==> config.mk <==
export PLATFORM = sky130hd
export DESIGN_NAME = ccu_clksel_bank
export DESIGN_NICKNAME = d
export VERILOG_FILES = /design/src/rtl/ccu_clksel_pkg.sv /design/src/rtl/ccu_clksel_field.sv /design/src/rtl/ccu_commit_ctrl.sv /design/src/rtl/ccu_clksel_bank.sv
export SDC_FILE = /design/constraint.sdc
export NUM_CORES = 1
export LEC_CHECK = 0
export BUFFER_PORTS_ARGS = -buffer_cell sky130_fd_sc_hd__buf_2
export CELL_PAD_IN_SITES_DETAIL_PLACEMENT = 0
export CELL_PAD_IN_SITES_GLOBAL_PLACEMENT = 1
export CORE_ASPECT_RATIO = 0.9
export CORE_MARGIN = 2
export CORE_UTILIZATION = 32
export DETAILED_ROUTE_END_ITERATION = 8
export PLACE_DENSITY_LB_ADDON = 0.25
export SLEW_MARGIN = 0
export SYNTH_ARGS = -nofsm -noshare
export SYNTH_HDL_FRONTEND = slang
export SYNTH_SLANG_ARGS = --single-unit
==> constraint.sdc <==
create_clock -name clk -period 2 [get_ports clk]
set_input_delay 0.1 -clock clk [delete_from_list [all_inputs] [get_ports clk]]
set_output_delay 0.1 -clock clk [all_outputs]
set_load 0.05 [all_outputs]
==> src/rtl/ccu_clksel_pkg.sv <==
package ccu_clksel_pkg;

    localparam int DATA_W     = 32;
    localparam int CODE_W     = 6;
    localparam int RATIO_W    = 6;
    localparam int NUM_FIELDS = 12;
    localparam int REG_COMMIT = 11;
    localparam int REG_STATUS = 12;

    typedef enum logic [3:0] {
        F_TICK, F_CARD, F_FLASH, F_SERIAL, F_PERIPH, F_HOST,
        F_BRIDGE, F_EXT, F_CORE, F_MEMHI, F_MEMLO, F_FAB
    } field_e;

    typedef struct packed {
        logic               ok;
        logic [RATIO_W-1:0] val;
    } decode_t;

    function automatic int fld_reg(input int i);
        case (i)
            0, 1, 2:       return 1;
            3:             return 8;
            4, 5, 6, 7, 8: return 9;
            default:       return 10;
        endcase
    endfunction

    function automatic int fld_lsb(input int i);
        case (i)
            0: return 0;   1: return 28;  2: return 22;  3: return 3;
            4: return 0;   5: return 7;   6: return 12;  7: return 16;
            8: return 20;  9: return 7;   10: return 3;  default: return 0;
        endcase
    endfunction

    function automatic int fld_width(input int i);
        case (i)
            0, 1, 3, 9, 11: return 3;
            2:              return 6;
            4:              return 7;
            5:              return 5;
            default:        return 4;
        endcase
    endfunction

    function automatic bit fld_staged(input int i);
        return fld_reg(i) >= 9;
    endfunction

    function automatic int fld_reset(input int i);
        case (i)
            4:              return 15;
            5:              return 7;
            6, 7, 8, 10:    return 3;
            9, 11:          return 1;
            default:        return 0;
        endcase
    endfunction

    function automatic decode_t ok_val(input int v);
        decode_t d;
        d.ok  = 1'b1;
        d.val = RATIO_W'(v);
        return d;
    endfunction

    function automatic decode_t fld_decode(input field_e f, input logic [CODE_W-1:0] code);
        decode_t d;
        d = '0;
        case (f)
            F_TICK:   case (code) 0: d = ok_val(8);  1: d = ok_val(16); 2: d = ok_val(24); 3: d = ok_val(32); default: ; endcase
            F_CARD:   case (code) 0: d = ok_val(8);  1: d = ok_val(9);  2: d = ok_val(10); 3: d = ok_val(15); default: ; endcase
            F_FLASH:  case (code) 0: d = ok_val(0);  1: d = ok_val(1);  2: d = ok_val(2);  3: d = ok_val(3);
                                  4: d = ok_val(4);  8: d = ok_val(5);  default: ; endcase
            F_SERIAL: case (code) 0: d = ok_val(0);  1: d = ok_val(1);  2: d = ok_val(2);  default: ; endcase
            F_PERIPH: case (code) 15: d = ok_val(16); 31: d = ok_val(32); default: ; endcase
            F_HOST:   case (code) 7: d = ok_val(8);  15: d = ok_val(16); default: ; endcase
            F_EXT:    case (code) 3: d = ok_val(4);  4: d = ok_val(5);  5: d = ok_val(6);  7: d = ok_val(8); default: ; endcase
            F_MEMHI,
            F_FAB:    case (code) 1: d = ok_val(2);  3: d = ok_val(4);  default: ; endcase
            default:  case (code) 3: d = ok_val(4);  7: d = ok_val(8);  default: ; endcase
        endcase
        return d;
    endfunction

endpackage

==> src/rtl/ccu_clksel_field.sv <==
module ccu_clksel_field
    import ccu_clksel_pkg::*;
#(
    parameter int FIELD      = 0,
    parameter int LSB        = 0,
    parameter int WIDTH      = 3,
    parameter bit STAGED     = 1'b0,
    parameter int RESET_CODE = 0
) (
    input  logic              clk,
    input  logic              rst,
    input  logic              wr_hit,
    input  logic [DATA_W-1:0] wdata,
    input  logic              apply,
    output logic [CODE_W-1:0] staged_code,
    output logic [CODE_W-1:0] active_code,
    output logic              bad_wr
);
    localparam int VAL_W  = WIDTH - 1;
    localparam int WE_BIT = LSB + WIDTH - 1;

    logic              fld_we;
    logic [CODE_W-1:0] new_code;
    decode_t           new_dec;
    logic              accept;

    assign fld_we   = wr_hit && wdata[WE_BIT];
    assign new_code = CODE_W'(wdata[LSB +: VAL_W]);
    assign new_dec  = fld_decode(field_e'(4'(FIELD)), new_code);
    assign accept   = fld_we && new_dec.ok;
    assign bad_wr   = fld_we && !new_dec.ok;

    always_ff @(posedge clk) begin
        if (rst) begin
            staged_code <= CODE_W'(RESET_CODE);
        end else if (accept) begin
            staged_code <= new_code;
        end
    end

    generate
        if (STAGED) begin : g_double
            always_ff @(posedge clk) begin
                if (rst) begin
                    active_code <= CODE_W'(RESET_CODE);
                end else if (apply) begin
                    active_code <= staged_code;
                end
            end

            // a staged field never moves the output without a commit
            assert_staged_hold_R4: assert property (@(posedge clk) disable iff (rst)
                !apply |=> $stable(active_code));
        end else begin : g_direct
            assign active_code = staged_code;
        end
    endgenerate

    // no write-enable bit, no change
    assert_we_gate_R2: assert property (@(posedge clk) disable iff (rst)
        !(wr_hit && wdata[WE_BIT]) |=> $stable(staged_code));

    // refused code leaves the field alone
    assert_bad_keeps_R8: assert property (@(posedge clk) disable iff (rst)
        bad_wr |=> $stable(staged_code));

    // the active code always decodes
    assert_active_legal_R6: assert property (@(posedge clk) disable iff (rst)
        fld_decode(field_e'(4'(FIELD)), active_code).ok);

endmodule

==> src/rtl/ccu_commit_ctrl.sv <==
module ccu_commit_ctrl #(
    parameter int CYCLES = 16
) (
    input  logic clk,
    input  logic rst,
    input  logic req,
    output logic pending,
    output logic apply
);
    localparam int CNT_W = $clog2(CYCLES + 1);

    logic [CNT_W-1:0] cnt;

    assign apply = pending && (cnt == '0);

    always_ff @(posedge clk) begin
        if (rst) begin
            pending <= 1'b0;
            cnt     <= '0;
        end else if (!pending) begin
            if (req) begin
                pending <= 1'b1;
                cnt     <= CNT_W'(CYCLES - 1);
            end
        end else if (cnt == '0) begin
            pending <= 1'b0;
        end else begin
            cnt <= cnt - 1'b1;
        end
    end

    // an idle request loads a full window
    assert_req_loads_R5: assert property (@(posedge clk) disable iff (rst)
        (req && !pending) |=> (pending && cnt == CNT_W'(CYCLES - 1)));

    // pending holds until the apply cycle
    assert_pending_holds_R5: assert property (@(posedge clk) disable iff (rst)
        (pending && !apply) |=> pending);

    // apply ends the commit
    assert_apply_ends_R5: assert property (@(posedge clk) disable iff (rst)
        apply |=> !pending);

endmodule

==> src/rtl/ccu_clksel_bank.sv <==
module ccu_clksel_bank
    import ccu_clksel_pkg::*;
#(
    parameter int ADDR_W        = 8,
    parameter int COMMIT_CYCLES = 16
) (
    input  logic               clk,
    input  logic               rst,
    input  logic               bus_wr,
    input  logic [ADDR_W-1:0]  bus_addr,
    input  logic [DATA_W-1:0]  bus_wdata,
    output logic [DATA_W-1:0]  bus_rdata,
    output logic [RATIO_W-1:0] tick_ratio,
    output logic [RATIO_W-1:0] card_ratio,
    output logic [2:0]         flash_src,
    output logic [1:0]         serial_src,
    output logic [RATIO_W-1:0] periph_ratio,
    output logic [RATIO_W-1:0] host_ratio,
    output logic [RATIO_W-1:0] bridge_ratio,
    output logic [RATIO_W-1:0] ext_ratio,
    output logic [RATIO_W-1:0] core_ratio,
    output logic [RATIO_W-1:0] memhi_ratio,
    output logic [RATIO_W-1:0] memlo_ratio,
    output logic [RATIO_W-1:0] fab_ratio
);
    localparam int WIDX_W = ADDR_W - 2;

    logic                                  aligned;
    logic [WIDX_W-1:0]                     word_idx;
    logic [NUM_FIELDS-1:0][CODE_W-1:0]     staged_codes;
    logic [NUM_FIELDS-1:0][CODE_W-1:0]     active_codes;
    logic [NUM_FIELDS-1:0]                 bad_wr;
    logic                                  commit_req;
    logic                                  pending;
    logic                                  apply;
    logic                                  err_q;
    logic                                  err_clr;
    decode_t                               dec [NUM_FIELDS];

    assign aligned  = (bus_addr[1:0] == 2'b00);
    assign word_idx = bus_addr[ADDR_W-1:2];

    assign commit_req = bus_wr && aligned && bus_wdata[0] &&
                        (word_idx == WIDX_W'(REG_COMMIT - 1));
    assign err_clr    = bus_wr && aligned && bus_wdata[0] &&
                        (word_idx == WIDX_W'(REG_STATUS - 1));

    generate
        for (genvar g = 0; g < NUM_FIELDS; g++) begin : g_field
            logic hit;
            assign hit = bus_wr && aligned && (word_idx == WIDX_W'(fld_reg(g) - 1));

            ccu_clksel_field #(
                .FIELD      (g),
                .LSB        (fld_lsb(g)),
                .WIDTH      (fld_width(g)),
                .STAGED     (fld_staged(g)),
                .RESET_CODE (fld_reset(g))
            ) u_field (
                .clk         (clk),
                .rst         (rst),
                .wr_hit      (hit),
                .wdata       (bus_wdata),
                .apply       (apply),
                .staged_code (staged_codes[g]),
                .active_code (active_codes[g]),
                .bad_wr      (bad_wr[g])
            );
        end
    endgenerate

    ccu_commit_ctrl #(
        .CYCLES (COMMIT_CYCLES)
    ) u_commit (
        .clk     (clk),
        .rst     (rst),
        .req     (commit_req),
        .pending (pending),
        .apply   (apply)
    );

    always_ff @(posedge clk) begin
        if (rst) begin
            err_q <= 1'b0;
        end else if (|bad_wr) begin
            err_q <= 1'b1;
        end else if (err_clr) begin
            err_q <= 1'b0;
        end
    end

    always_comb begin
        bus_rdata = '0;
        if (aligned) begin
            for (int i = 0; i < NUM_FIELDS; i++) begin
                if (word_idx == WIDX_W'(fld_reg(i) - 1)) begin
                    bus_rdata = bus_rdata | (DATA_W'(staged_codes[i]) << fld_lsb(i));
                end
            end
            if (word_idx == WIDX_W'(REG_COMMIT - 1)) bus_rdata[0] = pending;
            if (word_idx == WIDX_W'(REG_STATUS - 1)) bus_rdata[0] = err_q;
        end
    end

    always_comb begin
        for (int i = 0; i < NUM_FIELDS; i++) begin
            dec[i] = fld_decode(field_e'(4'(i)), active_codes[i]);
        end
    end

    assign tick_ratio   = dec[0].val;
    assign card_ratio   = dec[1].val;
    assign flash_src    = dec[2].val[2:0];
    assign serial_src   = dec[3].val[1:0];
    assign periph_ratio = dec[4].val;
    assign host_ratio   = dec[5].val;
    assign bridge_ratio = dec[6].val;
    assign ext_ratio    = dec[7].val;
    assign core_ratio   = dec[8].val;
    assign memhi_ratio  = dec[9].val;
    assign memlo_ratio  = dec[10].val;
    assign fab_ratio    = dec[11].val;

    // error flag is set by any refused field
    assert_err_sets_R8: assert property (@(posedge clk) disable iff (rst)
        (|bad_wr) |=> err_q);

    // error flag only clears through the status register
    assert_err_sticky_R8: assert property (@(posedge clk) disable iff (rst)
        (err_q && !err_clr) |=> err_q);

    // a misaligned write touches no field
    assert_misaligned_R1: assert property (@(posedge clk) disable iff (rst)
        (bus_wr && !aligned) |=> $stable(staged_codes));

    // a misaligned read returns zero
    assert_misaligned_read_R1: assert property (@(posedge clk) disable iff (rst)
        !aligned |-> (bus_rdata == '0));

endmodule

# [Word-level counts from Yosys, hierarchy flattened]
# Cells that the tools add are included.
[classes] add_sub_neg=5 n_eq_ne=70 shift=12 n_mux=86 bitwise_logic=11 reduce_logical=72
[op_table] operator="$mux 32" count=48
[op_table] operator="$or 32x32->32" count=11
[op_table] operator="$shl 2x32->32" count=5
[op_table] operator="$shl 3x32->32" count=4
[op_table] operator="$pmux 7 s2" count=7
[op_table] operator="$pmux 7 s4" count=3
[op_table] operator="$logic_not 6->1" count=9
[op_table] operator="$logic_and 1x1->1" count=45
[op_table] operator="$pmux 7 s6" count=1
[op_table] operator="$eq 3x3->1 const B" count=12
[op_table] operator="$eq 6x4->1 const B" count=6
[op_table] operator="$pmux 4 s4" count=2
[op_table] operator="$shl 4x32->32" count=1
[op_table] operator="$shl 5x32->32" count=1
[op_table] operator="$shl 6x32->32" count=1
[op_table] operator="$eq 2x2->1 const B" count=13
[op_table] operator="$eq 3x2->1 const B" count=8
[op_table] operator="$eq 6x6->1" count=4
[op_table] operator="$mux 6" count=4
[op_table] operator="$pmux 4 s2" count=3
[op_table] operator="$pmux 6 s4" count=1
[op_table] operator="$sub 6x2->6 const B" count=4
[op_table] operator="$pmux 7 s3" count=1
[op_table] operator="$eq 5x2->1 const B" count=4
[op_table] operator="23 further kinds" count=58
[word_totals] register_bits=70 input_bits=43 output_inout_bits=97 word_cells=279

# [Longest topological paths before layout]
# Gate-level depths: netlist of the first run.
[logic_depth] word_depth=44 mapped_depth=7 mapped_depth_nobuf=6

# [Modules after synthesis]
# From an unflattened synthesis of the first run, not the netlist that was laid out.
[hier_totals] cells_unflattened=544 hier_area_um2=4613.2
[by_module_without_submodules] module="ccu_clksel_bank" instances=1 cells_each=184 area_each_um2=1214.9 seq_area_each_um2=20.0
[by_module_without_submodules] module="ccu_clksel_field (g_field[10].u_field ...)" instances=3 cells_each=27 area_each_um2=267.8 seq_area_each_um2=120.1
[by_module_without_submodules] module="ccu_clksel_field (g_field[11].u_field ...)" instances=2 cells_each=24 area_each_um2=220.2 seq_area_each_um2=80.1
[by_module_without_submodules] module="ccu_clksel_field (g_field[4].u_field)" instances=1 cells_each=41 area_each_um2=431.7 seq_area_each_um2=240.2
[by_module_without_submodules] module="ccu_clksel_field (g_field[0].u_field ...)" instances=2 cells_each=20 area_each_um2=166.4 seq_area_each_um2=40.0
[by_module_without_submodules] module="ccu_clksel_field (g_field[2].u_field)" instances=1 cells_each=38 area_each_um2=320.3 seq_area_each_um2=100.1
[by_module_without_submodules] module="ccu_clksel_field (g_field[5].u_field)" instances=1 cells_each=31 area_each_um2=320.3 seq_area_each_um2=160.2
[by_module_without_submodules] module="ccu_clksel_field (g_field[7].u_field)" instances=1 cells_each=34 area_each_um2=304.0 seq_area_each_um2=120.1
[by_module_without_submodules] module="ccu_commit_ctrl" instances=1 cells_each=27 area_each_um2=270.3 seq_area_each_um2=120.1
[by_module_without_submodules] module="ccu_clksel_field (g_field[3].u_field)" instances=1 cells_each=20 area_each_um2=175.2 seq_area_each_um2=40.0

# [Worst setup path after synthesis of the first run]
# No wires, ideal clock.
[synth_timing] path_type="register -> output" startpoint="reg g_field[2].u_field.staged_code[4]" endpoint="out flash_src[1]" arrival_time_ps=1996 slack_ps=-96 stages_incl_launch_ff=2 path_buffers=0 cell_sequence="dfxtp_1 nor4b_1"
[synth_between] elab_chain_len=2 word_cells_on_any_way=7 cone_classes="5 x eq/ne; 1 x mux; 1 x reduce/logical"
[synth_rtl] item="from (decl)" line_no="ccu_clksel_field.sv:15" rtl="output logic [CODE_W-1:0] staged_code,"
[synth_rtl] item="from (signal assigned)" line_no="ccu_clksel_field.sv:35" rtl="staged_code <= CODE_W'(RESET_CODE);"
[synth_rtl] item="from (signal assigned)" line_no="ccu_clksel_field.sv:37" rtl="staged_code <= new_code;"
[synth_rtl] item="$eq 5x4->1 (tied with other cells)" line_no="ccu_clksel_pkg.sv:74" rtl="F_FLASH: case (code) 0: d = ok_val(0); 1: d = ok_val(1); 2: d = ok_val(2); 3: d = ok_val(3);"
[synth_rtl] item="$pmux 3 s6 (*)" line_no="ccu_clksel_pkg.sv:74"
[synth_rtl] item="to (decl)" line_no="ccu_clksel_bank.sv:15" rtl="output logic [2:0] flash_src,"
# Every way passes the cells marked *; elsewhere a longest branch is shown, timed or not.

# [Worst setup path in the final report of the first run]
[layout_timing] startpoint="reg u_commit.cnt[0]" endpoint="reg g_field[5].u_field.active_code[3]"
[layout_between] elab_chain_len=2
[layout_rtl] item="from (decl)" line_no="ccu_commit_ctrl.sv:12" rtl="logic [CNT_W-1:0] cnt;"
[layout_rtl] item="from (signal assigned)" line_no="ccu_commit_ctrl.sv:23" rtl="cnt <= CNT_W'(CYCLES - 1);"
[layout_rtl] item="from (signal assigned)" line_no="ccu_commit_ctrl.sv:28" rtl="cnt <= cnt - 1'b1;"
[layout_rtl] item="$logic_not 5->1" line_no="ccu_commit_ctrl.sv:14" rtl="assign apply = pending && (cnt == '0);"
[layout_rtl] item="$logic_and 1x1->1" line_no="ccu_commit_ctrl.sv:14"
[layout_rtl] item="to (signal assigned)" line_no="ccu_clksel_field.sv:45" rtl="active_code <= CODE_W'(RESET_CODE);"
[layout_rtl] item="to (signal assigned)" line_no="ccu_clksel_field.sv:47" rtl="active_code <= staged_code;"
[layout_rtl] item="to (decl)" line_no="ccu_clksel_field.sv:16" rtl="output logic [CODE_W-1:0] active_code,"
# Every way passes these cells.
# A chain may end at the register's enable or synchronous reset.

==> results by stage, run 1 <==
Global route:
- The initial antenna violation count was 1.
- In the global route stage, met1 resource usage came out at 0.220.
- The first global-routing pass estimated between 15 and 20 mm of wire.
- Global routing finished with a remaining overflow of 0.
- The number of global-route vias before repair is between 3000 and 4000.
- For this run, the total global-route usage over all layers was measured as 0.167.
- The maximum number of pins on one net before global-route repair is 26.
- For met2 alone, demand over resource in global routing was 0.280.
- met2 is the most crowded layer.
- The met3 demand-to-capacity share in global routing is 0.0327.

Synth:
- The post-synthesis compound-gate area fraction is 0.129.
- The largest total area in the synthesized netlist belongs to sky130_fd_sc_hd__dfxtp_1.
- For this run, the leading register cell type out of synthesis is sky130_fd_sc_hd__dfxtp_1.
- The number of warnings reported in the yosys synthesis log is 0.
- The number of flip-flops and latches in the synthesized netlist is 70.
- By area, the combinational part of the netlist is dominated by simple AND/OR/NAND/NOR gates.
- The area share of the leading cell type in the synthesized netlist is 0.378.
- After synthesis, the share of cell area in mux cells is 0.0243.
- Synthesis handed over a netlist of roughly 470 instances.
- Sorting the synthesized cells by area gives the leading types as sky130_fd_sc_hd__dfxtp_1 38%, sky130_fd_sc_hd__buf_4 8.7%, sky130_fd_sc_hd__nand2_1 6.6%, sky130_fd_sc_hd__nor2_1 3.9%, sky130_fd_sc_hd__nand3_1 3.9%.
- Of the total synthesized cell area, the portion taken by full adders, half adders and majority gates is 0.0169.
- For this run, the register share of the synthesized area comes to 0.378.
- Averaged over all synthesized cells, the footprint is about 7.9 µm².
- The simple-gate share of the synthesized area is 0.317.
- The number of distinct standard cells referenced by the synthesized netlist is between 50 and 60.
- The xor-xnor portion of the synthesized cell area is 0.00944.
- After synthesis, the share of flip-flops with an asynchronous set or reset is 0.
- Yosys mapped a number of flops with a built-in enable equal to 0.
- The area of the mapped netlist is roughly 3700 µm².

Clock tree:
- The H-tree was split into 3 levels.
- In this run the deepest clock path goes through 2 buffers.
- The number of setup buffers added after CTS is 0.
- TritonCTS built the clock tree.
- The clock-pin slew on the worst setup and hold paths is approximately 50 ps.
- At the later pin of the worst-skew pair, clock insertion delay measures roughly 320 ps.
- CTS saw 70 sinks.
- The cell sitting at the root of the clock tree is a sky130_fd_sc_hd__clkbuf_16.
- The TritonCTS buffer count is 9.

Layout:
- The non-filler instance count after layout is 733.
- The layout overhead on the synthesized area is 23.3%.
- The fraction of final layout cells with drive strength greater than 1 is 0.262.
- Counting the fill cells in the layout gives ~1300.
- The cell area after layout is between 4000 and 5000 µm².
- The count of nets after finishing is 620.

Power:
- The analysis attributes to cell leakage a power of ~2.1 nW.
- For this design the ratio of total power to cell area is between 600 and 700 nW/µm².
- The overall power after layout is around 3.1 mW.
- VDD sags by at most about 0.00038 V.

Floorplan:
- The die is about 120 µm wide.
- The floorplan die area is approximately 12000 µm².
- The floorplan core area is ~11000 µm².
- After floorplanning, the core was divided into 37 placement rows.
- The starting density of the core is 0.326.
- The die height is approximately 110 µm.
- 140 I/O pins were placed.

Worst setup path:
- The largest individual stage delay along the critical path comes from the cell sky130_fd_sc_hd__or4b_2.
- In this design, the stage delay of the slowest critical-path cell is 670 ps.
- The arrival time at the worst endpoint is 2160 ps.
- The startpoint-to-endpoint class of the critical path is reg -> reg.
- The critical path goes through inv_1, ha_1, or4b_2, nor2_4, buf_12, nand2_1, a21oi_1.
- STA classifies the critical path startpoint as a flip-flop.
- STA classifies the critical path endpoint as a flip-flop.
- The maximum net fanout on the critical path is 22.
- STA puts the critical path data required time at around 2300 ps.

Route:
- The first detailed-routing pass ran for 4 iterations.
- For this block, the via count after detailed routing is around 3500.
- For this block, the initial DRC count from the detailed router was around 130.
- The count of nets left with antenna violations once routing finished came out at 0.
- In the final routed layout, each cell accounts on average for 14.0 µm.
- After detailed routing, the number of remaining DRC violations is 0.
- The via density per instance is 4.75.
- The routed design has between 10 and 15 mm of wire.

Flow run:
- The tool flagged a number of max-cap violations equal to 0.

Placement:
- The worst setup timing slack at the placement stage is 36.9 ps.
- In this run the cell area measured after placement is ~4300 µm².
- The count of placed standard cells including taps is approximately 700.
- The final HPWL from detailed placement is 7.93 mm.
- The count of buffers added on input and output ports is 95.
- At the end of routability-driven placement, the weighted congestion stood at approximately 0.84.

Timing:
- The worst setup slack after layout is just over 90 ps.
- Setup repair after global routing could not meet its margin everywhere.
- Static timing analysis puts the maximum clock frequency at roughly 520 MHz.
- Setup violations remaining at the end of the flow were counted as 0.
- The number of pins exceeding their max-slew limit in the final report is 0.
- The clock arrives with 5.99 ps of skew.
- The count of endpoints failing hold in the final timing report is 0.
- In the finished design, the share of the clock period the worst path needs comes to 0.955.
- The final critical-path required period is 1910 ps.
- For the pin with the worst max-slew slack, the measured transition is 512 ps.
- The worst pin sits at a relative slew slack of 0.654.

Run status:
- The run finished with clean final reports.

Hold path:
- The path type of the worst min-delay path is in -> reg.
==> where the power goes <==
part | switching, mW | internal [mW] | total [mW]
clock | 0.558 | 0.822 | 1.38
sequential | 0.000518 | 1.40 | 1.40
combinational | 0.292 | 0.0680 | 0.360
total | 0.851 | 2.29 | 3.14
==> flip-flops by register name, summed over array words and instances (netlist names) <==
register / flops
u_commit.pending: 1
u_commit.cnt: 5
g_field.u_field.staged_code: 26
err_q: 1
g_field.u_field.active_code: 37
==> timing repair <==
item / CTS / global route
endpoints found under the setup margin: 0 / 24
gates resized for setup: 0 / 4
hold buffers: 0 / 0
==> metal layers <==
layer | up-vias | wire length, µm
li1 | 1738 | -
met1 | 1627 | 4850
met2 | 109 | 4730
met3 | 7 | 547
met4 | 0 | 111
met5 | - | 0
==> worst paths after layout <==
check	from	to	slack, ps	cells after the start
hold / removal	bus_wdata[28]	g_field[1].u_field.active_code[0]$_SDFFE_PP0P_	8	3
setup / recovery	u_commit.cnt[0]$_SDFFE_PP0P_	g_field[5].u_field.active_code[3]$_SDFFE_PP0P_	90	7
hold reg to reg	g_field[4].u_field.staged_code[5]$_SDFFE_PP0P_	g_field[4].u_field.staged_code[5]$_SDFFE_PP0P_	450	2
setup reg to reg	u_commit.cnt[0]$_SDFFE_PP0P_	g_field[5].u_field.active_code[3]$_SDFFE_PP0P_	90	7
==> Yosys cell counts (11+ instances only) <==
cell type                  instances
sky130_fd_sc_hd__buf_4            43
sky130_fd_sc_hd__clkbuf_1         16
sky130_fd_sc_hd__and2_1           15
sky130_fd_sc_hd__nor2_1           39
sky130_fd_sc_hd__nand4_1          11
sky130_fd_sc_hd__inv_1            14
sky130_fd_sc_hd__a21oi_1          26
sky130_fd_sc_hd__dfxtp_1          70
sky130_fd_sc_hd__nand2b_1         11
sky130_fd_sc_hd__nand2_1          65
sky130_fd_sc_hd__and3_1           15
sky130_fd_sc_hd__o21ai_0          17
sky130_fd_sc_hd__nand3_1          29
==> cells by family after synthesis <==
kind of cell,count (synthesis)
xor gates and xnor gates,4
and+or+nand+nor,228
adders and majority gates,5
other,2
DFF,70
AOI/OAI and AO/OA,74
buffers and inverters,77
muxes,9
==> area by class of cell <==
type / count / area (µm²) / share of cell area
tap: 156 / 195 / 0.0427
inverter: 14 / 52.6 / 0.0115
multi-input combinational: 363 / 2030 / 0.444
timing repair buffer: 114 / 636 / 0.139
antenna: 1 / 2.50 / 0.000547
sequential: 70 / 1400 / 0.306
clock buffer: 10 / 229 / 0.0501
clock inverter: 5 / 27.5 / 0.00602
==> layout by cell type (no fill, tap or decap), drive strengths merged, types with 15 or more instances in the layout <==
| cell | n |
|---|---|
| dfxtp | 70 |
| nor2 | 40 |
| nand3 | 29 |
| and2 | 16 |
| buf | 112 |
| and3 | 15 |
| a21oi | 26 |
| nand2 | 65 |
| o21ai | 17 |
| conb | 43 |
==> stage by stage <==
stage / setup TNS, ps / hold slack [ps] / util
2_1_floorplan: 0 / 202 / -
3_3_place_gp: 0 / 337 / 0.378
3_5_place_dp: 0 / 347 / 0.378
4_1_cts: 0 / 7.82 / 0.400
5_1_grt: -21.7 / 30.9 / 0.402
6_report: 0 / 8.24 / 0.402
==> critical path: cells and delay by family (launching register included) <==
family / cells / cell delay, ps
adders and majority gates: 1 / 170
AOI/OAI and AO/OA: 1 / 120
DFF: 1 / 310
and+or+nand+nor: 3 / 950
buffers and inverters: 2 / 290
(Power assumes the default switching activity.)
==> inputs of run 2 (changes only) <==
--- a/config.mk
+++ b/config.mk
@@ -11,6 +11,7 @@
 export CORE_ASPECT_RATIO = 0.9
 export CORE_MARGIN = 2
 export CORE_UTILIZATION = 32
+export CTS_BUF_LIST = sky130_fd_sc_hd__clkbuf_4 sky130_fd_sc_hd__clkbuf_8 sky130_fd_sc_hd__clkbuf_16
 export DETAILED_ROUTE_END_ITERATION = 8
 export PLACE_DENSITY_LB_ADDON = 0.25
 export SLEW_MARGIN = 0
==> results by stage, run 2 (synthesis results as in run 1) <==
Global route:
- The initial antenna violation count is 1 (unchanged).
- The first-pass GRT wire length is 16.8 mm (about the same).
- The all-layer global routing usage is 0.167 (-0.000230).
- The final global-route overflow total is 0 (unchanged).
- The maximum number of pins on one net before global-route repair was 26 (unchanged).
- The number of global-route vias before repair is 3357 (+0.18%).

Route:
- The number of design rule violations left after detail routing is 0 (unchanged).
- The via density per instance is 4.76 (+0.14%).
- The count of TritonRoute iterations in the first routing pass was 4 (unchanged).
- The wire length per cell after detailed routing is 13.9 µm (-0.22%).
- The iteration-0 DRC count of the detailed router is 131 (-1.5%).
- The antenna violation net count after detailed routing is 0 (unchanged).
- The overall via count from detail_route is 3486 (+0.14%).
- The sum of routed wire length over all layers is 10.2 mm (-0.22%).

Layout:
- The flip-flop count of the largest register, all copies and words added was 37 (unchanged).
- The area of the multi-input gates is 2030 µm² (unchanged).
- The most common cell after layout, fill and taps aside is sky130_fd_sc_hd__buf_2.
- The layout overhead on the synthesized area came to 23.4% (about the same).
- The sequential standard cell area is 1400 µm² (unchanged).
- The cell area after layout is 4580 µm² (about the same).
- The register name with the most flops is g_field.u_field.active_code.
- Leaving out fill and tap cells, the most frequent cells in the layout are 93 x sky130_fd_sc_hd__buf_2, 70 x sky130_fd_sc_hd__dfxtp_1, 65 x sky130_fd_sc_hd__nand2_1, 43 x sky130_fd_sc_hd__conb_1, 38 x sky130_fd_sc_hd__nor2_1.
- In the final layout, the registers with the most flip-flops are g_field.u_field.active_code: 37 flops, g_field.u_field.staged_code: 26 flops, u_commit.cnt: 5 flops.
- The number of fill cells is 1254 (-0.080%).
- The count of nets after finishing is 620 (unchanged).
- The fraction of final layout cells with drive strength greater than 1 is 0.264 (+0.00174).

Run status:
- The flow ran to the end, and the final reports show no timing, DRC or antenna violations.

Clock tree:
- The clock sink total came to 70 (unchanged).
- The maximum level of the CTS H-tree is 3 (unchanged).
- The TritonCTS buffer count is 9 (unchanged).
- The number of buffers inserted by post-CTS setup repair is 0 (unchanged).
- The maximum buffer depth of the clock tree came to 2 (unchanged).
- The clock-pin slew on the worst setup and hold paths is 50 ps (about the same).
- The clock insertion delay at the later pin of the skew report was 320 ps (about the same).
- The cell chosen for the clock root is sky130_fd_sc_hd__clkbuf_16.
- TritonCTS built the clock tree.

Timing:
- The worst max-slew margin expressed relative to the limit is 0.655 (+0.00146).
- The final critical-path required period is 1900 ps (-6.71 ps).
- The number of pins exceeding their max-slew limit in the final report came to 0 (unchanged).
- The final cycle utilization of the critical path is 0.951 (-0.00335).
- The clock skew came to 4.33 ps (-1.66 ps).
- The slew at the pin closest to its max-slew limit is 510 ps (-2.16 ps).
- Setup repair after global routing could not meet its margin everywhere.
- The worst setup slack after layout is 97.6 ps (+6.71 ps).
- The number of failing setup endpoints in the final timing report is 0 (unchanged).
- The count of endpoints failing hold in the final timing report was 0 (unchanged).
- The fmax is 526 MHz (+0.35%).

Power:
- The maximum vdd ir drop is 0.000425 V (+12%).
- The cell leakage power is 2.12 nW (+0.16%).
- The total power per unit cell area is 688 nW/µm² (+0.29%).

Worst setup path:
- The buffer and inverter count on the worst path is 2 (unchanged).
- The longest individual stage delay on the worst path is 670 ps (about the same).
- In this design, the largest share of critical-path delay is due to simple AND/OR/NAND/NOR gates.
- The maximum net fanout on the critical path is 22 (unchanged).
- The critical path goes through inv_1, ha_1, or4b_2, nor2_4, buf_12, nand2_1, a21oi_1.
- The nature of the critical path endpoint is a flip-flop.
- The worst endpoint required time came to 2250 ps (about the same).
- The arrival time at the worst endpoint is 2160 ps (about the same).
- The worst setup path is launched from a flip-flop.
- By startpoint and endpoint, the worst setup path is classified as reg -> reg.
- The slowest stage cell on the critical path is sky130_fd_sc_hd__or4b_2.

Floorplan:
- The floorplan die area was 12500 µm² (unchanged).
- The die height is 106 µm (unchanged).
- The count of boundary I/O pins is 140 (unchanged).
- The total number of placement rows is 37 (unchanged).
- The starting density of the core is 0.326 (unchanged).
- The chip width is 117 µm (unchanged).
- The floorplan core area is 11400 µm² (unchanged).

Flow run:
- The total of max-cap violations is 0 (unchanged).

Hold path:
- The path type of the worst min-delay path is in -> reg.

Placement:
- The final HPWL from detailed placement is 7.93 mm (unchanged).
- The worst setup timing slack at the placement stage came to 36.9 ps (unchanged).
- The placed cell area is 4300 µm² (unchanged).
- The placer's final routability congestion estimate is 0.836 (unchanged).
- The quantity of I/O buffers inserted on ports is 95 (unchanged).
## run 2: timing repair
| item | 4_1_cts | 5_1_grt |
|---|---|---|
| hold buffers | 0 | 0 |
| endpoints found under the setup margin | 0 | 24 |
| resized for setup | 0 | 4 |
| hold endpoints to repair | 0 | 0 |
## run 2: path summary, 6_finish.rpt
check / startpoint / endpoint / slack, ps / cells after the start
setup / recovery: u_commit.cnt[0]$_SDFFE_PP0P_ / g_field[5].u_field.active_code[3]$_SDFFE_PP0P_ / 100 / 7
hold / removal: bus_wdata[28] / g_field[1].u_field.active_code[0]$_SDFFE_PP0P_ / 9 / 3
setup reg to reg: u_commit.cnt[0]$_SDFFE_PP0P_ / g_field[5].u_field.active_code[3]$_SDFFE_PP0P_ / 100 / 7
hold reg to reg: g_field[4].u_field.staged_code[5]$_SDFFE_PP0P_ / g_field[4].u_field.staged_code[5]$_SDFFE_PP0P_ / 450 / 2
## run 2: layout make-up
| cell class | count | share of cell area |
|---|---|---|
| clock inverter | 5 | 0.00601 |
| sequential | 70 | 0.306 |
| inverter | 14 | 0.0115 |
| clock buffer | 10 | 0.0508 |
| multi-input combinational | 363 | 0.444 |
| antenna | 1 | 0.000547 |
| timing repair buffer | 114 | 0.139 |
| tap | 156 | 0.0426 |
## run 2: per-layer routing
layer	share of wire	track usage
met5	0	0
met4	0.013	0.0465
met1	0.48	0.220
met3	0.053	0.0311
met2	0.46	0.281
## run 2: metrics by stage
| stage | std cells | util | TNS, ps | power (mW) | hold WS [ps] |
|---|---|---|---|---|---|
| floorplan | 510 | - | 0 | 1.75 | 202 |
| global placement | 717 | 0.378 | 0 | 1.78 | 337 |
| detailed placement | 717 | 0.378 | 0 | 1.78 | 347 |
| CTS | 732 | 0.401 | 0 | 3.19 | 9.08 |
| global route | 733 | 0.402 | -21.6 | 3.27 | 33.3 |
| finish | 733 | 0.402 | 0 | 3.15 | 9.12 |
## run 2: power by group
| part | switching (mW) | total (mW) | leakage (nW) | internal (mW) |
|---|---|---|---|---|
| clock | 0.556 | 1.39 | 0.131 | 0.835 |
| combinational | 0.292 | 0.360 | 1.42 | 0.0680 |
| sequential | 0.000521 | 1.40 | 0.565 | 1.40 |
## run 2: worst register-to-register path, stage by stage, from the launching register on
cell and delay [ps]:
sky130_fd_sc_hd__dfxtp_1 310, sky130_fd_sc_hd__inv_1 110, sky130_fd_sc_hd__ha_1 170, sky130_fd_sc_hd__or4b_2 670, sky130_fd_sc_hd__nor2_4 190, sky130_fd_sc_hd__buf_12 180, sky130_fd_sc_hd__nand2_1 90, sky130_fd_sc_hd__a21oi_1 120
==> inputs of run 3 (changes only) <==
--- a/config.mk
+++ b/config.mk
@@ -5,12 +5,13 @@
 export SDC_FILE = /design/constraint.sdc
 export NUM_CORES = 1
 export LEC_CHECK = 0
+export ABC_AREA = 1
 export BUFFER_PORTS_ARGS = -buffer_cell sky130_fd_sc_hd__buf_2
 export CELL_PAD_IN_SITES_DETAIL_PLACEMENT = 0
 export CELL_PAD_IN_SITES_GLOBAL_PLACEMENT = 1
 export CORE_ASPECT_RATIO = 0.9
 export CORE_MARGIN = 2
-export CORE_UTILIZATION = 32
+export CORE_UTILIZATION = 31
 export CTS_BUF_LIST = sky130_fd_sc_hd__clkbuf_4 sky130_fd_sc_hd__clkbuf_8 sky130_fd_sc_hd__clkbuf_16
 export DETAILED_ROUTE_END_ITERATION = 8
 export PLACE_DENSITY_LB_ADDON = 0.25
==> results by stage, run 3 <==
Run status:
- The flow ran to the end, and the final reports show no timing, DRC or antenna violations.

Worst setup path:
- The flop-to-flop setup slack is 410 ps (+310 ps).
- The worst setup path endpoint is g_field[11].u_field.active_code[1]$_SDFFE_PP0P_.
- The endpoint of the worst-slack reg-to-reg timing path is g_field[11].u_field.active_code[1]$_SDFFE_PP0P_.
- The critical path startpoint is u_commit.cnt[0]$_SDFFE_PP0P_.
- STA classifies the critical path endpoint as a flip-flop.
- The startpoint identified for the worst register-to-register timing path is u_commit.cnt[0]$_SDFFE_PP0P_.
- The maximum net fanout on the critical path is 32 (+45%).
- The type of element launching the critical path is a flip-flop.
- The startpoint-to-endpoint class of the critical path is reg -> reg.
- The arrival time at the worst endpoint was 1850 ps (-310 ps).
- The worst endpoint required time is 2260 ps (about the same).
- The count of cells along the worst register-to-register path is 9 (+2).

Placement:
- The count of placed standard cells including taps came to 766 (+6.8%).
- The placer's final routability congestion estimate is 0.777 (-7.1%).
- The final HPWL from detailed placement is 7.51 mm (-5.3%).
- The worst setup timing slack at the placement stage came to 395 ps (+358 ps).
- The quantity of I/O buffers inserted on ports is 95 (unchanged).

Layout:
- Ranked by flip-flop count, first place goes to g_field.u_field.active_code.
- The non-filler instance count after layout came to 782 (+6.7%).
- The largest registers in the layout are g_field.u_field.active_code: 37 flops, g_field.u_field.staged_code: 26 flops, u_commit.cnt: 5 flops.
- The fraction of final layout cells with drive strength greater than 1 is 0.232 (-0.0324).
- In the layout the commonest cells are 95 x sky130_fd_sc_hd__buf_2, 81 x sky130_fd_sc_hd__inv_1, 81 x sky130_fd_sc_hd__nand2_1, 70 x sky130_fd_sc_hd__dfxtp_1, 43 x sky130_fd_sc_hd__conb_1.
- The number of fill cells came to 1319 (+5.2%).
- The count of nets after finishing is 665 (+7.3%).
- The library cell used most frequently in the layout, excluding fill and tap cells, is sky130_fd_sc_hd__buf_2.
- The layout overhead on the synthesized area is 21.9%.
- The antenna diode count is 0 (-1).
- The flip-flop count of the largest register, all copies and words added is 37 (unchanged).

Global route:
- The initial antenna violation count came to 0 (-1).
- The final global-route overflow total is 0 (unchanged).
- The number of global-route vias before repair is 3215 (-4.2%).
- The all-layer global routing usage is 0.154 (-0.0128).
- The first-pass GRT wire length was 15.9 mm (-5.2%).
- The maximum number of pins on one net before global-route repair came to 53 (+100%).

Synth:
- The fraction of the yosys area taken by sequential cells is 0.372 (-0.00614).
- Yosys attributes the largest share of cell area to sky130_fd_sc_hd__dfxtp_1 37%, sky130_fd_sc_hd__buf_4 8.8%, sky130_fd_sc_hd__inv_1 8.1%, sky130_fd_sc_hd__nand2_1 8.1%, sky130_fd_sc_hd__a21oi_1 4.6%.
- The fraction of registers with async set or reset after synthesis was 0 (unchanged).
- The area of the mapped netlist is 3770 µm² (+1.7%).
- The synthesized design spends more area on one cell type than any other, namely sky130_fd_sc_hd__dfxtp_1.
- The number of enable-type register cells in the synthesized netlist is 0 (unchanged).
- The flip-flop cell with the highest count after synthesis is sky130_fd_sc_hd__dfxtp_1.
- The number of flip-flops and latches in the synthesized netlist is 70 (unchanged).
- The number of distinct standard cells referenced by the synthesized netlist is 35 (-40%).
- The commonest cells after synthesis are 81 x sky130_fd_sc_hd__inv_1, 81 x sky130_fd_sc_hd__nand2_1, 70 x sky130_fd_sc_hd__dfxtp_1, 44 x sky130_fd_sc_hd__buf_4, 40 x sky130_fd_sc_hd__nor2_1.
- The mean post-synth cell area is 7.21 µm² (-8.8%).
- The number of warnings reported in the yosys synthesis log is 0 (unchanged).
- The synthesized instance count is 523 (+12%).
- The area share of the leading cell type in the synthesized netlist is 0.372 (-0.00614).

Clock tree:
- The number of gates resized after CTS is 0 (unchanged).
- The clock insertion delay at the later pin of the skew report is 330 ps (about the same).
- The cell chosen for the clock root is sky130_fd_sc_hd__clkbuf_16.
- The clock sink total is 70 (unchanged).
- The maximum buffer depth of the clock tree was 2 (unchanged).
- The number of buffers inserted by post-CTS setup repair is 0 (unchanged).
- The clock-pin slew on the worst setup and hold paths is 60 ps (about the same).
- TritonCTS built the clock tree.
- The maximum level of the CTS H-tree is 3 (unchanged).
- The TritonCTS buffer count is 9 (unchanged).
- The post-cts hold buffer count came to 0 (unchanged).

Power:
- The sequential fraction of design power was 0.399 (-0.045).
- The maximum vdd ir drop is 0.000330 V (-22%).
- The proportion of power drawn by combinational gates is 0.101 (-0.013).
- The switching share of power came to 0.266 (-0.00399).
- The total power per unit cell area was 762 nW/µm² (+11%).
- The proportion of power drawn by the clock network came to 0.500 (+0.058).
- The total internal power is 2.57 mW (+12%).
- The power dissipated by switching net loads was 0.930 mW (+9.6%).
- The cell leakage power is 2.38 nW (+13%).

Route:
- The overall via count from detail_route is 3377 (-3.1%).
- The count of TritonRoute iterations in the first routing pass is 4 (unchanged).
- The via density per instance is 4.32 (-9.2%).
- The sum of routed wire length over all layers is 9.81 mm (-4.0%).
- The antenna violation net count after detailed routing is 0 (unchanged).
- The wire length per cell after detailed routing is 12.5 µm (-10%).
- The number of design rule violations left after detail routing is 0 (unchanged).
- The iteration-0 DRC count of the detailed router is 177 (+35%).

Timing:
- Setup repair after global routing left no endpoint under its margin.
- The final cycle utilization of the critical path is 0.794 (-0.157).
- The number of pins exceeding their max-slew limit in the final report is 0 (unchanged).
- The worst setup slack after layout is 411 ps (+313 ps).
- The clock skew is 6.55 ps (+2.23 ps).
- The final critical-path required period is 1590 ps (-313 ps).
- The fmax is 629 MHz (+20%).
- The count of endpoints failing hold in the final timing report is 0 (unchanged).
- The sum of negative setup slack came to 0 ps (unchanged).
- The number of failing setup endpoints in the final timing report is 0 (unchanged).

Floorplan:
- The floorplan die area came to 13100 µm² (+4.8%).
- The floorplan core area was 12000 µm² (+5.2%).
- The total number of placement rows is 38 (+2.7%).
- The count of boundary I/O pins came to 140 (unchanged).
- The chip width is 120 µm (+2.4%).
- The starting density of the core came to 0.315 (-0.0110).
- The die height is 109 µm (+2.3%).

Flow run:
- The total of max-cap violations is 0 (unchanged).

Hold path:
- The path type of the worst min-delay path is in -> reg.
==> run 3: cell count changes in the layout (fill, tap and decap cells not counted), moves of 6 or more <==
cell,previous run,this run
sky130_fd_sc_hd__a21oi_1,24,35
sky130_fd_sc_hd__buf_4,18,5
sky130_fd_sc_hd__o21ai_1,0,10
sky130_fd_sc_hd__mux2i_1,9,0
sky130_fd_sc_hd__inv_1,14,81
sky130_fd_sc_hd__nand2_1,65,81
sky130_fd_sc_hd__and2_1,15,0
sky130_fd_sc_hd__o211ai_1,2,18
sky130_fd_sc_hd__nand2b_1,11,0
sky130_fd_sc_hd__a22oi_1,6,0
sky130_fd_sc_hd__and3_1,14,0
sky130_fd_sc_hd__nor3_1,8,25
==> run 3: area by class of cell <==
cell class	instances	area [µm²]	area share
Tap cell	160	200	0.0435
Timing Repair Buffer	101	533	0.116
Sequential cell	70	1400	0.305
Multi-Input combinational cell	349	1810	0.394
Clock buffer	10	233	0.0506
Inverter	86	323	0.0702
Clock inverter	6	95.1	0.0207
==> run 3: logic make-up (layout without fill, tap and decap cells) <==
logic type	after synthesis	count (layout)	synth area share
buf+inv	145	203	0.189
fa+ha+maj	5	5	0.0166
flops	70	70	0.372
simple gates	210	210	0.283
compound gates	89	89	0.133
other cells	2	43	0.00199
xor+xnor	2	2	0.00465
==> run 3: layer usage <==
metal / wire length, µm / track usage
met1: 5090 / 0.224
met4: 144 / 0.0548
met5: 0 / 0
met3: 441 / 0.0267
met2: 4130 / 0.228
==> run 3: worst min path at each step <==
stage	endpoint	slack [ps]	cells after the start	start
final	g_field[7].u_field.staged_code[0]$_SDFFE_PP1P_	6	3	bus_wdata[16]
after global routing	g_field[7].u_field.staged_code[0]$_SDFFE_PP1P_	20	3	bus_wdata[16]
after CTS	g_field[7].u_field.staged_code[0]$_SDFFE_PP1P_	0.8	3	bus_wdata[16]
after detailed placement	g_field[7].u_field.staged_code[0]$_SDFFE_PP1P_	350	3	bus_wdata[16]
after global placement	g_field[7].u_field.staged_code[0]$_SDFFE_PP1P_	340	3	bus_wdata[16]
after floorplan	g_field[7].u_field.staged_code[0]$_SDFFE_PP1P_	210	2	bus_wdata[16]
==> run 3: power groups by stage <==
stage | logic, mW | clock network (mW) | registers, mW
2_1_floorplan | 0.328 | 0 | 1.43
3_3_place_gp | 0.352 | 0 | 1.43
3_5_place_dp | 0.354 | 0 | 1.43
4_1_cts | 0.354 | 1.79 | 1.40
5_1_grt | 0.379 | 1.86 | 1.39
6_report | 0.354 | 1.75 | 1.40
==> run 3: stage by stage <==
| stage | instance area (µm²) | util | power [mW] | hold WS, ps |
|---|---|---|---|---|
| floorplan | 3930 | - | 1.75 | 213 |
| global placement | 4270 | 0.356 | 1.78 | 342 |
| detailed placement | 4270 | 0.356 | 1.78 | 347 |
| CTS | 4600 | 0.384 | 3.54 | 0.788 |
| global route | 4600 | 0.384 | 3.64 | 22.4 |
| finish | 4600 | 0.384 | 3.50 | 6.41 |
==> run 3: critical path, stage by stage, from the launching register on <==
cell	delay, ps
sky130_fd_sc_hd__dfxtp_1	310
sky130_fd_sc_hd__inv_1	110
sky130_fd_sc_hd__ha_1	160
sky130_fd_sc_hd__inv_1	40
sky130_fd_sc_hd__nor2_1	110
sky130_fd_sc_hd__nand2_1	100
sky130_fd_sc_hd__nor2_2	130
sky130_fd_sc_hd__buf_4	310
sky130_fd_sc_hd__o21ai_0	130
sky130_fd_sc_hd__a21oi_1	120
